<file path="config.mk">
export PLATFORM = sky130hd
export DESIGN_NAME = jp_handler
export DESIGN_NICKNAME = d
export VERILOG_FILES = /design/src/rtl/jp_pkg.sv /design/src/rtl/jp_join.sv /design/src/rtl/jp_counter.sv /design/src/rtl/jp_stage_sum.sv /design/src/rtl/jp_stage_branch.sv /design/src/rtl/jp_handler.sv
export SDC_FILE = /design/constraint.sdc
export NUM_CORES = 1
export LEC_CHECK = 0
export ABC_AREA = 1
export BUFFER_PORTS_ARGS = -buffer_cell sky130_fd_sc_hd__buf_2
export CAP_MARGIN = 15
export CORE_AREA = 5 5 81 83
export CTS_BUF_LIST = sky130_fd_sc_hd__clkbuf_4 sky130_fd_sc_hd__clkbuf_8 sky130_fd_sc_hd__clkbuf_16
export DETAILED_ROUTE_END_ITERATION = 12
export DIE_AREA = 0 0 86 88
export GPL_TIMING_DRIVEN = 0
export HOLD_SLACK_MARGIN = 0.05
export PLACE_DENSITY = 0.86
export SETUP_SLACK_MARGIN = 0.05
export SLEW_MARGIN = 0
export SYNTH_ARGS = -nofsm -noshare
export SYNTH_HDL_FRONTEND = slang
export SYNTH_SLANG_ARGS = --single-unit
</file>
<file path="constraint.sdc">
create_clock -name clk -period 5.5 [get_ports clk]
set_clock_uncertainty 0.15 [all_clocks]
set_input_delay 0.55 -clock clk [delete_from_list [all_inputs] [get_ports clk]]
set_output_delay 0.55 -clock clk [all_outputs]
set_load 0.05 [all_outputs]
</file>
<file path="src/rtl/jp_pkg.sv">
package jp_pkg;
   // Selects how stage two decides which path a sum takes.
   typedef enum logic {
      CMP_SIGNED   = 1'b0,
      CMP_UNSIGNED = 1'b1
   } cmp_mode_e;
endpackage

</file>
<file path="src/rtl/jp_join.sv">
module jp_join (
   input  logic a_valid,
   input  logic b_valid,
   input  logic take,
   output logic a_ready,
   output logic b_ready,
   output logic fire
);
   logic both;
   assign both    = a_valid & b_valid;
   assign fire    = both & take;
   assign a_ready = fire;
   assign b_ready = fire;
endmodule

</file>
<file path="src/rtl/jp_counter.sv">
module jp_counter #(
   parameter int unsigned CNT_W    = 19,
   parameter int unsigned CNT_INIT = 5
) (
   input  logic             clk,
   input  logic             rst_n,
   input  logic             inc,
   output logic [CNT_W-1:0] value
);
   localparam logic [CNT_W-1:0] INIT_V = CNT_W'(CNT_INIT);
   localparam logic [CNT_W-1:0] ONE_V  = CNT_W'(1);

   always_ff @(posedge clk) begin
      if (!rst_n)   value <= INIT_V;
      else if (inc) value <= value + ONE_V;
   end
endmodule

</file>
<file path="src/rtl/jp_stage_sum.sv">
module jp_stage_sum #(
   parameter int unsigned       DATA_W   = 16,
   parameter jp_pkg::cmp_mode_e CMP_MODE = jp_pkg::CMP_SIGNED
) (
   input  logic              clk,
   input  logic              rst_n,
   input  logic              fire,
   input  logic              go,
   input  logic [DATA_W-1:0] a_in,
   input  logic [DATA_W-1:0] b_in,
   output logic              valid,
   output logic [DATA_W-1:0] sum,
   output logic              pos
);
   localparam int unsigned MSB = DATA_W - 1;

   always_ff @(posedge clk) begin
      if (!rst_n)           valid <= 1'b0;
      else if (!valid || go) valid <= fire;
   end

   always_ff @(posedge clk) begin
      if (fire) sum <= a_in + b_in;
   end

   generate
      if (CMP_MODE == jp_pkg::CMP_SIGNED) begin : g_signed
         assign pos = ~sum[MSB] & (|sum);
      end else begin : g_unsigned
         assign pos = |sum;
      end
   endgenerate
endmodule

</file>
<file path="src/rtl/jp_stage_branch.sv">
module jp_stage_branch #(
   parameter int unsigned DATA_W = 16
) (
   input  logic              clk,
   input  logic              rst_n,
   input  logic              load,
   input  logic [DATA_W-1:0] sum_in,
   input  logic              out_ready,
   output logic              valid,
   output logic [DATA_W-1:0] comp,
   output logic              free
);
   assign free = ~valid | out_ready;

   always_ff @(posedge clk) begin
      if (!rst_n)         valid <= 1'b0;
      else if (load)      valid <= 1'b1;
      else if (out_ready) valid <= 1'b0;
   end

   always_ff @(posedge clk) begin
      if (load) comp <= ~sum_in;
   end
endmodule

</file>
<file path="src/rtl/jp_handler.sv">
module jp_handler #(
   parameter int unsigned       DATA_W   = 16,
   parameter int unsigned       CNT_W    = 19,
   parameter int unsigned       CNT_INIT = 5,
   parameter jp_pkg::cmp_mode_e CMP_MODE = jp_pkg::CMP_SIGNED
) (
   input  logic              clk,
   input  logic              rst_n,
   input  logic              a_valid,
   input  logic [DATA_W-1:0] a_data,
   output logic              a_ready,
   input  logic              b_valid,
   input  logic [DATA_W-1:0] b_data,
   output logic              b_ready,
   output logic              res_valid,
   output logic [DATA_W-1:0] res_data,
   input  logic              res_ready,
   output logic              note_valid,
   output logic [CNT_W-1:0]  count
);
   generate
      if (DATA_W < 2) begin : g_bad_dw
         $error("jp_handler: DATA_W must be at least 2");
      end
      if (CNT_W < 1 || CNT_W > 31) begin : g_bad_cw
         $error("jp_handler: CNT_W must lie in 1..31");
      end
      if (CNT_INIT >= (32'd1 << CNT_W)) begin : g_bad_init
         $error("jp_handler: CNT_INIT does not fit in CNT_W bits");
      end
   endgenerate

   logic              fire, take;
   logic              stg1_valid, stg1_pos, stg1_go;
   logic [DATA_W-1:0] stg1_sum;
   logic              stg2_valid, stg2_free, stg2_load;
   logic [DATA_W-1:0] stg2_comp;

   jp_join u_join (
      .a_valid (a_valid),
      .b_valid (b_valid),
      .take    (take),
      .a_ready (a_ready),
      .b_ready (b_ready),
      .fire    (fire)
   );

   jp_counter #(.CNT_W(CNT_W), .CNT_INIT(CNT_INIT)) u_cnt (
      .clk   (clk),
      .rst_n (rst_n),
      .inc   (fire),
      .value (count)
   );

   jp_stage_sum #(.DATA_W(DATA_W), .CMP_MODE(CMP_MODE)) u_s1 (
      .clk   (clk),
      .rst_n (rst_n),
      .fire  (fire),
      .go    (stg1_go),
      .a_in  (a_data),
      .b_in  (b_data),
      .valid (stg1_valid),
      .sum   (stg1_sum),
      .pos   (stg1_pos)
   );

   jp_stage_branch #(.DATA_W(DATA_W)) u_s2 (
      .clk       (clk),
      .rst_n     (rst_n),
      .load      (stg2_load),
      .sum_in    (stg1_sum),
      .out_ready (res_ready),
      .valid     (stg2_valid),
      .comp      (stg2_comp),
      .free      (stg2_free)
   );

   // Stage two holds the older item, so it owns the result channel first.
   always_comb begin
      stg2_load = stg1_valid & ~stg1_pos & stg2_free;
      if (stg1_pos) stg1_go = stg1_valid & ~stg2_valid & res_ready;
      else          stg1_go = stg2_load;
      take       = ~stg1_valid | stg1_go;
      note_valid = stg2_load;
      res_valid  = stg2_valid | (stg1_valid & stg1_pos);
      res_data   = stg2_valid ? stg2_comp : stg1_sum;
   end
endmodule

</file>
; Word level (Yosys, flattened, before mapping)
; Index checks and enable logic that the tools add are counted.
[totals]
latch_bits = 0
mem_bits_rw = 0
word_cells = 31
mem_bits_ro = 0
memories = 0
output_inout_bits = 39
reg_bits = 53
in_bits = 37
[classes]
addsub = 2
div = 0
n_reduce_logical = 4
bitwise = 16
order_cmp = 0
eq_ne = 0
shift = 0
n_mux = 4
mul = 0
[op_table]
columns = op, n
row1 = $add A19 B1 Y19 const B, 1
row2 = $add A16 B16 Y16, 1
row3 = $mux W16, 1
row4 = $not A16 Y16, 1
row5 = $reduce_or A16 Y1, 1
row6 = $and A1 B1 Y1, 8
row7 = $not A1 Y1, 4
row8 = $mux W1, 3
row9 = $or A1 B1 Y1, 3
row10 = $reduce_bool A2 Y1, 1
row11 = $logic_not A1 Y1, 1
row12 = $logic_or A1 B1 Y1, 1

; Depth between registers and ports, before layout
[logic_depth]
ltp_word = 8
mapped_depth = 12
ltp_nobuf = 12

; Modules after synthesis
; Synthesis repeated with hierarchy kept, for this count alone.
[hier_totals]
cells_unflattened = 460
area_unflattened_um2 = 3380.7
[by_module_without_submodules]
columns = module, cells_per_inst, area_per_inst_um2, seq_area_each_um2, n_inst
row1 = jp_stage_sum, 206, 1487.7, 500.5, 1
row2 = jp_counter, 148, 994.7, 380.4, 1
row3 = jp_stage_branch, 38, 586.8, 500.5, 1
row4 = jp_handler, 63, 282.8, 0.0, 1
row5 = jp_join, 5, 28.8, 0.0, 1

; Worst setup path after synthesis
; No wires, ideal clock.
[synth_path]
path_kind = register to output
start = register u_s1.sum[6]
end = output port b_ready
path_buffers = 1
required_time_ns = 4.800
path_slack_ns = 2.788
arrival_ns = 2.012
stages_incl_launch_ff = 11
path_cell_list = edfxtp_1 nor2_1 nand2_1 nor2_1 nand2_1 nand2_2 nand3_2 nand2_4 nand2_8 inv_1 buf_4
[synth_between]
elab_chain_len = 8
[synth_rtl]
columns = item, line
row1 = from (decl), jp_stage_sum.sv:12  ; output logic [DATA_W-1:0] sum,
row2 = from (signal assigned), jp_stage_sum.sv:23  ; if (fire) sum <= a_in + b_in;
row3 = $reduce_or A16 Y1 (*), jp_stage_sum.sv:28  ; assign pos = ~sum[MSB] & (|sum);
row4 = $and A1 B1 Y1 (*), jp_stage_sum.sv:28
row5 = $not A1 Y1, jp_handler.sv:80  ; stg2_load = stg1_valid & ~stg1_pos & stg2_free;
row6 = $and A1 B1 Y1 (2 in series), jp_handler.sv:80
row7 = $mux W1 (*), jp_handler.sv:81  ; if (stg1_pos) stg1_go = stg1_valid & ~stg2_valid & res_ready;
row8 = $or A1 B1 Y1 (*), jp_handler.sv:83  ; take = ~stg1_valid | stg1_go;
row9 = $and A1 B1 Y1 (*), jp_join.sv:11  ; assign fire = both & take;
row10 = to (decl), jp_handler.sv:14  ; output logic b_ready,
; Every way passes the cells marked *; elsewhere a longest branch is shown, timed or not.

; Worst setup path after layout
[layout_path]
start = register u_s1.sum[14]
end = output port b_ready
; Same word-level chain as after synthesis.

==> qor.txt <==
FLOORPLANNING
----------------------------------------------------------------------------------------------------
Number of core rows                                                                               28
Die Y                                                                                          88 um
Die Area                                                                                0.007568 mm2
Initial cell density of the core                                                              55.37%
Standard cell core area                                                                 0.005781 mm2
Ports                                                                                             76
Die Span X                                                                                     86 um

SYNTHESIS
----------------------------------------------------------------------------------------------------
Cell count after synthesis                                                                       388
Number of distinct library cells after synthesis                                                  31
Share of flip-flops with an asynchronous set or reset after synthesis                             0%
Number of warnings reported in the yosys synthesis log                                             0
Number of flops mapped to enable cells by yosys                                                   32
Summed instance area of the synthesized netlist                                         0.003201 mm2
Main synth FF type                                                                      sky130_fd_sc_hd__edfxtp_1
Most frequent cell after synthesis                                                      sky130_fd_sc_hd__nand2_1
Sequential cell area fraction in the yosys report                                             43.16%
Top area cells in the synthesized netlist                                               sky130_fd_sc_hd__edfxtp_1, sky130_fd_sc_hd__dfxtp_1, sky130_fd_sc_hd__nand2_1
Seq cells post-synth                                                                              53
Cell type with the highest aggregate area in the netlist                                sky130_fd_sc_hd__edfxtp_1
Net count after synthesis                                                                        442
Area share of the largest cell type after synthesis                                           30.02%
Mapped Avg Cell Area                                                                       8.249 um2
Most common library cells after synthesis                                               sky130_fd_sc_hd__nand2_1, sky130_fd_sc_hd__nor2_1, sky130_fd_sc_hd__inv_1, sky130_fd_sc_hd__edfxtp_1, sky130_fd_sc_hd__nand3_1

CLOCK NETWORK
----------------------------------------------------------------------------------------------------
Depth of the CTS H-tree                                                                            2
Clk sinks                                                                                         53
Maximum count of clock buffers along a single path                                                 2
Total clock buffers created by CTS                                                                 5
Clk_lat worst skew                                                                           0.31 ns
Clock-pin slew reported for the worst setup and hold paths after clock tree synthesis        0.09 ns
Clock Tree Root                                                                         sky130_fd_sc_hd__clkbuf_8
Cts repair resizes                                                                                 0
Total setup buffers inserted after CTS                                                             0
TritonCTS clock tree                                                                            done
CTS hold repair buffers                                                                            0

GRT
----------------------------------------------------------------------------------------------------
Wire length of the first global-routing pass                                                12590 um
Global-route usage over all layers                                                            20.31%
Via count of the first global-routing pass                                                      2888
Antenna violations before repair                                                                   0
Maximum number of pins on one net before global-route repair                                      20
GR Overflow Total                                                                                  0

HOLD PATH
----------------------------------------------------------------------------------------------------
Cells on Worst Hold Path                                                                           2
Origin of the worst min-delay path                                                             rst_n
Worst Hold Class                                                                        input pin to register
Worst hold endpoint                                                                     u_cnt.value[0]

CRITICAL PATH
----------------------------------------------------------------------------------------------------
Worst setup EP type                                                                      output port
Category of cells accounting for the largest share of critical-path delay               buffers and inverters
Reg-to-reg startpoint                                                                   u_s1.sum[14]
Arrival time at the worst endpoint                                                           2.50 ns
WS Path Type                                                                            register to output port
Setup slack of the worst register-to-register path                                           3.26 ns
Setup crit start kind                                                                       register
Sum of buffers and inverters on the critical path                                                  3
Max incr delay on CP                                                                         0.50 ns
Worst R2R Path Depth                                                                               9
Instance count on the critical path                                                               11
Worst endpoint required time                                                                 4.80 ns
Critical Path, Cell by Cell                                                             nor2_1, nand2_1, nor2_1, nand2_1, nand2_2, nand3_2, nand2_4, nand2_8, inv_1, buf_4, buf_2
Critical Path Fanout Max                                                                          19
Critical Path Slowest Stage Cell                                                        sky130_fd_sc_hd__inv_1
RR Endpoint                                                                              u_s1.sum[5]

TIMING
----------------------------------------------------------------------------------------------------
Peak Freq                                                                                 0.3123 GHz
Setup repair after global routing missed its margin                                            false
Least-Margin Pin Slew                                                                      0.7338 ns
Number of hold violations in the final report                                                      0
Setup TNS after final layout                                                                    0 ns
Slew Limit Fails                                                                                   0
Crit path setup slack, layout                                                               2.298 ns
Final min period                                                                            3.202 ns
Final worst-path cycle share                                                                  58.21%
Total setup violations reported at the end of the flow                                             0
Worst slew slack as a fraction of its limit                                                   51.08%

POWER
----------------------------------------------------------------------------------------------------
Leakage power figure                                                                        1.627 nW
Power per cell area                                                                     263.0 mW/mm2
Worst-case vdd ir drop                                                                     0.1437 mV

FINAL LAYOUT
----------------------------------------------------------------------------------------------------
Ratio of cells with drive above 1 in the final layout                                         22.29%
Antenna Diode Count                                                                                0
Relative area change from synthesis to final layout                                           18.84%
Final Instance Area                                                                     0.003804 mm2
Net total in the final layout                                                                    524
Fill count                                                                                       462

PLACED DESIGN
----------------------------------------------------------------------------------------------------
HPWL reported at the end of detailed placement                                               5730 um
Count of input and output buffers                                                                 75
Cell area after placement                                                               0.003670 mm2
Pre-CTS setup slack                                                                         2.636 ns
Final weighted congestion in routability-driven placement                                     0.9179

ROUTING
----------------------------------------------------------------------------------------------------
Post-DRT Antenna Nets                                                                              0
Count of unresolved DRC violations after routing                                                   0
Via-to-Cell Ratio                                                                              5.364
Number of optimization iterations in the first detailed-route pass                                 5
Average wire per standard cell                                                              13.68 um
Via Count                                                                                       2929
Number of DRC markers after the initial detailed-route iteration                                 241
Wirelength, routed                                                                           7467 um

OUTCOME
----------------------------------------------------------------------------------------------------
Outcome                                                                                    completed

RUN
----------------------------------------------------------------------------------------------------
# Max-Cap Violations                                                                               0

worst max path at each step:
| stage | from | endpoint | slack, ns |
|---|---|---|---|
| floorplan | u_s1.sum[6] | b_ready | 2.79 |
| global placement | u_s1.sum[15] | b_ready | 2.70 |
| detailed placement | u_s1.sum[14] | b_ready | 2.64 |
| CTS | u_s1.sum[14] | b_ready | 2.28 |
| global route | u_s1.sum[9] | b_ready | 2.04 |
| finish | u_s1.sum[14] | b_ready | 2.30 |
flip-flops by register name, summed over array words and instances (netlist names):
name,flops
u_s1.sum,16
u_s2.valid,1
u_s1.valid,1
u_s2.comp,16
u_cnt.value,19
area by class of cell:
class | count | area, um2 | share of cell area, %
Clock inverter | 3 | 65.06 | 1.711
Tap cell | 75 | 93.84 | 2.467
Buffer | 11 | 72.57 | 1.908
Multi-Input combinational cell | 290 | 1619 | 42.57
Inverter | 34 | 127.6 | 3.355
Clock buffer | 5 | 68.82 | 1.809
Timing Repair Buffer | 75 | 375.4 | 9.868
Sequential cell | 53 | 1381 | 36.32
metal layers:
layer  routed length (um)  GRT usage (%)  up-vias
li1                     -              -     1451
met1                 3171          25.31     1320
met2                 3574          35.88      134
met3                  546          3.387       24
met4                  175          6.619        0
met5                    0              0        -
cells in the final DEF, fill, tap and decap left out, types with 2 or more instances in the layout:
master,count
sky130_fd_sc_hd__ha_1,16
sky130_fd_sc_hd__dfxtp_1,21
sky130_fd_sc_hd__buf_2,76
sky130_fd_sc_hd__nand4_1,3
sky130_fd_sc_hd__clkbuf_1,4
sky130_fd_sc_hd__xor2_1,13
sky130_fd_sc_hd__buf_6,2
sky130_fd_sc_hd__o21bai_1,2
sky130_fd_sc_hd__nor3_1,2
sky130_fd_sc_hd__nand2_1,96
sky130_fd_sc_hd__a21oi_1,25
sky130_fd_sc_hd__a21oi_2,8
sky130_fd_sc_hd__nand3_1,32
sky130_fd_sc_hd__bufinv_16,2
sky130_fd_sc_hd__nand2_2,3
sky130_fd_sc_hd__xnor2_1,16
sky130_fd_sc_hd__edfxtp_1,32
sky130_fd_sc_hd__buf_4,3
sky130_fd_sc_hd__inv_1,33
sky130_fd_sc_hd__nand3b_1,5
sky130_fd_sc_hd__nor2_1,39
sky130_fd_sc_hd__clkbuf_8,5
sky130_fd_sc_hd__o21ai_0,22
power by group:
part / internal [W] / leakage, nW / switching [W] / total, W
sequential: 0.000448 / 0.465 / 0.0000117 / 0.000459
combinational: 0.0000704 / 1.09 / 0.000160 / 0.000231
clock: 0.000181 / 0.0681 / 0.000130 / 0.000310
through the flow:
| step | hold slack (ns) | power (W) | std cells | util (%) |
|---|---|---|---|---|
| after floorplan | 0.3517 | 0.0006351 | 388 | - |
| after global placement | 0.3418 | 0.0006885 | 538 | 63.48 |
| after detailed placement | 0.3470 | 0.0006972 | 538 | 63.48 |
| after CTS | 0.3205 | 0.001001 | 546 | 65.80 |
| after global routing | 0.3295 | 0.001041 | 546 | 65.80 |
| final | 0.3232 | 0.001000 | 546 | 65.80 |
kinds of logic (layout without fill, tap and decap cells):
kind of cell / count (synthesis) / in the layout / synth area share, %
and+or+nand+nor: 183 / 183 / 24.79
AOI/OAI and AO/OA: 61 / 61 / 10.99
DFF: 53 / 53 / 43.16
buffers and inverters: 45 / 128 / 6.255
xor gates and xnor gates: 29 / 29 / 7.936
adders and majority gates: 17 / 17 / 6.880
(Power assumes the default switching activity.)
